<file path="src/rtl/pram_pkg.sv">
package pram_pkg;

    localparam int BYTE_W   = 8;
    localparam int WORD_W   = BYTE_W + 1;
    localparam int MASK_POS = 7;
    localparam int FLAG_POS = 0;

    typedef struct packed {
        logic              par;
        logic [BYTE_W-1:0] data;
    } pram_word_t;

    typedef enum logic {
        SEL_FLAG = 1'b0,
        SEL_MASK = 1'b1
    } csr_sel_e;

    typedef struct packed {
        logic mask;
        logic flag;
    } csr_state_t;

    function automatic logic even_par(input logic [BYTE_W-1:0] d);
        return ^d;
    endfunction

    function automatic logic word_bad(input pram_word_t w);
        return ^{w.par, w.data};
    endfunction

    function automatic pram_word_t encode(input logic [BYTE_W-1:0] d, input logic flip);
        pram_word_t w;
        w.data = d;
        w.par  = even_par(d) ^ flip;
        return w;
    endfunction

endpackage

</file>
<file path="src/rtl/pram_array.sv">
module pram_array
    import pram_pkg::*;
#(
    parameter int ADDR_W = 8
) (
    input  logic              clk_i,
    input  logic [ADDR_W-1:0] addr_i,
    input  logic              we_i,
    input  pram_word_t        wword_i,
    input  logic              re_i,
    output pram_word_t        rword_o
);
    localparam int DEPTH = 1 << ADDR_W;

    pram_word_t store [DEPTH];
    pram_word_t rword_q;

    always_ff @(posedge clk_i) begin
        if (we_i) begin
            store[addr_i] <= wword_i;
        end
        if (re_i) begin
            rword_q <= store[addr_i];
        end
    end

    assign rword_o = rword_q;

endmodule

</file>
<file path="src/rtl/pram_check.sv">
module pram_check
    import pram_pkg::*;
(
    input  logic       clk_i,
    input  logic       rst_i,
    input  logic       re_i,
    input  logic       fetch_i,
    input  pram_word_t rword_i,
    output logic       err_o
);
    logic valid_q;
    logic fetch_q;

    always_ff @(posedge clk_i) begin
        if (rst_i) begin
            valid_q <= 1'b0;
            fetch_q <= 1'b0;
        end else begin
            valid_q <= re_i;
            fetch_q <= fetch_i;
        end
    end

    always_comb begin
        err_o = valid_q && !fetch_q && word_bad(rword_i);
    end

endmodule

</file>
<file path="src/rtl/pram_csr.sv">
module pram_csr
    import pram_pkg::*;
(
    input  logic              clk_i,
    input  logic              rst_i,
    input  logic              byte_we_i,
    input  logic              bit_we_i,
    input  csr_sel_e          bit_sel_i,
    input  logic [BYTE_W-1:0] wdata_i,
    input  logic              err_i,
    output logic [BYTE_W-1:0] rdata_o,
    output logic              rst_req_o
);
    csr_state_t st_q;
    logic       req_q;
    logic       sw_clear;
    logic       mask_load;
    logic       mask_val;

    always_comb begin
        sw_clear  = (byte_we_i && !wdata_i[FLAG_POS]) ||
                    (bit_we_i && bit_sel_i == SEL_FLAG && !wdata_i[0]);
        mask_load = byte_we_i || (bit_we_i && bit_sel_i == SEL_MASK);
        mask_val  = byte_we_i ? wdata_i[MASK_POS] : wdata_i[0];
    end

    always_ff @(posedge clk_i) begin
        if (rst_i) begin
            st_q  <= '0;
            req_q <= 1'b0;
        end else begin
            if (mask_load) begin
                st_q.mask <= mask_val;
            end
            if (err_i) begin
                st_q.flag <= 1'b1;
            end else if (sw_clear) begin
                st_q.flag <= 1'b0;
            end
            req_q <= err_i && !st_q.mask;
        end
    end

    always_comb begin
        rdata_o           = '0;
        rdata_o[MASK_POS] = st_q.mask;
        rdata_o[FLAG_POS] = st_q.flag;
    end

    assign rst_req_o = req_q;

endmodule

</file>
<file path="src/rtl/parity_ram.sv">
module parity_ram
    import pram_pkg::*;
#(
    parameter int ADDR_W = 8
) (
    input  logic              clk_i,
    input  logic              rst_i,
    input  logic [ADDR_W-1:0] mem_addr_i,
    input  logic [7:0]        mem_wdata_i,
    input  logic              mem_we_i,
    input  logic              mem_re_i,
    input  logic              mem_fetch_i,
    input  logic              inj_par_flip_i,
    output logic [7:0]        mem_rdata_o,
    input  logic              csr_we_i,
    input  logic              csr_bit_we_i,
    input  logic              csr_bit_sel_i,
    input  logic [7:0]        csr_wdata_i,
    output logic [7:0]        csr_rdata_o,
    output logic              rst_req_o
);
    pram_word_t wword;
    pram_word_t rword;
    logic       par_err;

    assign wword = encode(mem_wdata_i, inj_par_flip_i);

    pram_array #(.ADDR_W(ADDR_W)) u_array (
        .clk_i   (clk_i),
        .addr_i  (mem_addr_i),
        .we_i    (mem_we_i),
        .wword_i (wword),
        .re_i    (mem_re_i),
        .rword_o (rword)
    );

    pram_check u_check (
        .clk_i   (clk_i),
        .rst_i   (rst_i),
        .re_i    (mem_re_i),
        .fetch_i (mem_fetch_i),
        .rword_i (rword),
        .err_o   (par_err)
    );

    pram_csr u_csr (
        .clk_i     (clk_i),
        .rst_i     (rst_i),
        .byte_we_i (csr_we_i),
        .bit_we_i  (csr_bit_we_i),
        .bit_sel_i (csr_sel_e'(csr_bit_sel_i)),
        .wdata_i   (csr_wdata_i),
        .err_i     (par_err),
        .rdata_o   (csr_rdata_o),
        .rst_req_o (rst_req_o)
    );

    assign mem_rdata_o = rword.data;

endmodule

</file>
<file path="config.mk">
export PLATFORM = sky130hd
export DESIGN_NAME = parity_ram
export DESIGN_NICKNAME = d
export VERILOG_FILES = /design/src/rtl/pram_pkg.sv /design/src/rtl/pram_array.sv /design/src/rtl/pram_check.sv /design/src/rtl/pram_csr.sv /design/src/rtl/parity_ram.sv
export SDC_FILE = /design/constraint.sdc
export NUM_CORES = 2
export LEC_CHECK = 0
export ABC_AREA = 0
export ABC_CLOCK_PERIOD_IN_PS = 8960
export BUFFER_PORTS_ARGS = -buffer_cell sky130_fd_sc_hd__clkbuf_2
export CORE_ASPECT_RATIO = 0.75
export CORE_UTILIZATION = 56
export CTS_CLUSTER_DIAMETER = 80
export DETAILED_ROUTE_END_ITERATION = 8
export PLACE_DENSITY_LB_ADDON = 0.2
export SLEW_MARGIN = 20
export SYNTH_ARGS = -nofsm -noshare
export SYNTH_HDL_FRONTEND = slang
export SYNTH_HIERARCHICAL = 1
export SYNTH_SLANG_ARGS = --single-unit
</file>
<file path="constraint.sdc">
create_clock -name clk_i -period 8.96 [get_ports clk_i]
set_input_delay 0 -clock clk_i [delete_from_list [all_inputs] [get_ports clk_i]]
set_output_delay 0 -clock clk_i [all_outputs]
set_load 0.005 [all_outputs]
</file>
==> impl_metrics.ini <==
[floorplan]
start_util = 0.568
dieHeight_um = 346
die-area_mm2 = 0.160
rows = 125
pin_count = 50
coreArea_mm2 = 0.156
fp.dieW_um = 461

[placed_design]
portBuffers = 37
dpl.cell_count = 5967
place_congestion = 0.874
place_ws_ns = 4.33
hpwl_mm = 120

[power]
ir_drop_v = 0.000219
leakage_nw = 29.8
power_density_mw_per_mm2 = 225

[logic_synthesis]
synthesis.area_mm2 = 0.0885
postSynthAreaPerCell_um2 = 22.2
synthTopCellsByArea = edfxtp_1 (78%), mux4_2 (15%), a22oi_1 (2.4%), nor2_1 (0.99%), a21oi_1 (0.82%)
synthMuxAreaShare = 0.147
synth_top_family_by_area = multiplexers
netlist.top_cell.by_area = edfxtp_1
synthAdderAreaFrac = 0
yosysWarningCount = 6
synth_cell_type_count = 34
ys_seq_area_frac = 0.786
synthCells = 3984
synth_seq_cells = 2318
synth-compound-area-share = 0.0365
yosys.area.top_type_share = 0.785
synth-xor-area-share = 0.00174
synth-simple-area-share = 0.0161

[route]
dr.pass1.iters = 5
via_count = 42400
routed_via_density = 6.65
drtIter0Drc = 5430
drt_wl_total_mm = 208
postRouteAntennaNets = 0
post_drt_wl_per_cell_um = 32.7
drc = 0

[timing]
skew_ns = 0.0289
slew_violations = 0
fin_setup_tns_ns = 0
worstMarginPinSlew_ns = 1.24
finalWorstSetupSlack_ns = 4.78
fmax_mhz = 239
min_period_over_period = 0.467
setup_viol = 0
hold_violations = 0
fin_hold_ws_ns = 0.0678
timing.slew.headroom = 0.166
timing.final.crit_period_ns = 4.18
rsz0062_at_grt = no

[layout]
finalNonFillerCells = 6382
fill_cells = 10400
final_nets = 4138
area_growth_pct = 11.1
drive_above_1_share = 0.241
fin_util = 0.630

[global_routing]
grt_max_degree = 209
grt_usage = 0.265
grt.overflow.total = 0
antenna_found_initial = 10
grt_pass1_wl_mm = 299
grt_pass1_vias = 41800

[worst_setup_path]
crit_top_cell = buf_4
crit_slowest_cell = nand3_1
critPathKind = input port to register
required_ns = 9.40
end_kind = register
cp-start-kind = input port
crit_arrival_ns = 4.62
slowest_delay_ns = 0.95
crit_path_cell_trace = dlygate4sd3_1 -> clkbuf_2 -> and2_4 -> buf_4 -> nand3_1 -> buf_4 -> nor2_1
cp_max_fo = 53

[clocking]
cts_resized = 0
cts_made_buffers = 206
clock_path_buffers = 3
clk_pin_slew_ns = 0.06
clock_sinks = 2318
htree_num_levels = 4
cts_setup_buffers = 0
cts_tree = built
cts_root_buf = clkbuf_16
worstSkewPairLatency_ns = 0.84

[flow_run]
drv_cap = 0

[outcome]
outcome = finished clean

[min_path]
hp-class = input port to register
-- metal layers --
layer / track usage / routed length (um)
met4: 0.0801 / 5870
met1: 0.402 / 85100
met3: 0.0828 / 24800
met2: 0.372 / 92500
met5: 0 / 11
-- cells in the mapped netlist --
library cell,n
xnor2_1,6
a21boi_1,1
a311oi_1,1
buf_1,26
mux2i_1,1
nand3_1,13
nor2_1,234
edfxtp_1,2313
nand2_1,28
buf_2,50
or3b_1,1
a22oi_1,288
or3_1,1
o31a_1,1
nand3b_1,1
nor3_1,31
xnor2_2,1
buf_4,21
buf_6,4
xor2_1,2
conb_1,1
mux4_2,576
and2_1,3
xnor3_1,3
nor3b_1,1
nor2b_1,10
inv_1,2
clkbuf_1,161
nand2b_1,6
a21oi_1,145
or2_2,2
dfxtp_1,5
o41ai_1,36
nand4_1,9
-- per-stage QoR --
step | area (um^2) | total power, mW
2_1_floorplan | 88500 | 13.0
4_1_cts | 98200 | 22.2
3_3_place_gp | 91300 | 13.5
3_5_place_dp | 91300 | 13.5
5_1_grt | 98300 | 22.7
6_report | 98300 | 22.1
-- what timing repair did --
action	in CTS	in global routing
hold buffers	24	0
hold endpoints to repair	720	0
setup endpoints to repair	0	0
-- final cells by class --
cell class	count	area [um^2]	share of cell area
Clock inverter	124	1190	0.0122
Inverter	2	7.51	0.0000764
Tap cell	2095	2620	0.0267
Antenna cell	13	32.5	0.000331
Clock buffer	253	5500	0.0560
Sequential cell	2318	69600	0.708
Timing Repair Buffer	170	1480	0.0150
Multi-Input combinational cell	1407	17900	0.182
-- critical path, delay by kind of cell --
| kind | cells | cell delay (ns) |
|---|---|---|
| buffers and inverters | 4 | 2.12 |
| AND/OR/NAND/NOR | 3 | 2.40 |
-- report_power, final --
group	leakage (nW)	internal, mW	total (mW)	switching, mW
Sequential	20.8	12.1	12.1	0.00952
Combinational	5.66	0.362	1.18	0.814
Clock	3.25	4.98	8.80	3.83
-- final timing paths --
kind	startpoint	end	slack, ns	cells past startpoint
max	mem_addr_i[2]	u_array/store[62][4]	4.78	7
min	mem_addr_i[6]	u_array/rword_o[7]	0.07	4
max reg2reg	u_array/store[234][8]	u_array/rword_o[8]	5.66	5
min reg2reg	u_csr/rdata_o[7]	u_csr/rst_req_o	0.65	1
-- cell families after synthesis --
logic type / Yosys count
flip-flops: 2318
multiplexers: 577
AO/OA/AOI/OAI: 472
AND/OR/NAND/NOR: 340
buffers and inverters: 264
XOR/XNOR: 12
other: 1
-- cells in the final DEF (no fill, tap or decap), drive strengths merged, types with 2 or more instances in the layout --
cell | synthesis | layout
a21oi | 145 | 145
nand2 | 28 | 28
nand2b | 6 | 6
nand4 | 9 | 9
xor2 | 2 | 2
buf | 101 | 119
nor3 | 31 | 31
nor2 | 234 | 234
xnor2 | 7 | 7
clkinvlp | 0 | 10
clkinv | 0 | 90
and2 | 3 | 3
bufinv | 0 | 22
or2 | 2 | 2
xnor3 | 3 | 3
nand3 | 13 | 13
mux4 | 576 | 576
diode | 0 | 13
dfxtp | 5 | 5
dlygate4sd3 | 0 | 24
nor2b | 10 | 10
o41ai | 36 | 36
edfxtp | 2313 | 2313
inv | 2 | 4
clkbuf | 161 | 280
a22oi | 288 | 288
conb | 1 | 6
-- registers in the layout, indices dropped and copies added, names as in the netlist --
| name | cells |
|---|---|
| u_csr/rdata_o | 2 |
| u_check/fetch_q | 1 |
| u_csr/rst_req_o | 1 |
| u_check/valid_q | 1 |
| u_array/rword_o | 9 |
| u_array/store | 2304 |
(Power assumes the default switching activity.)
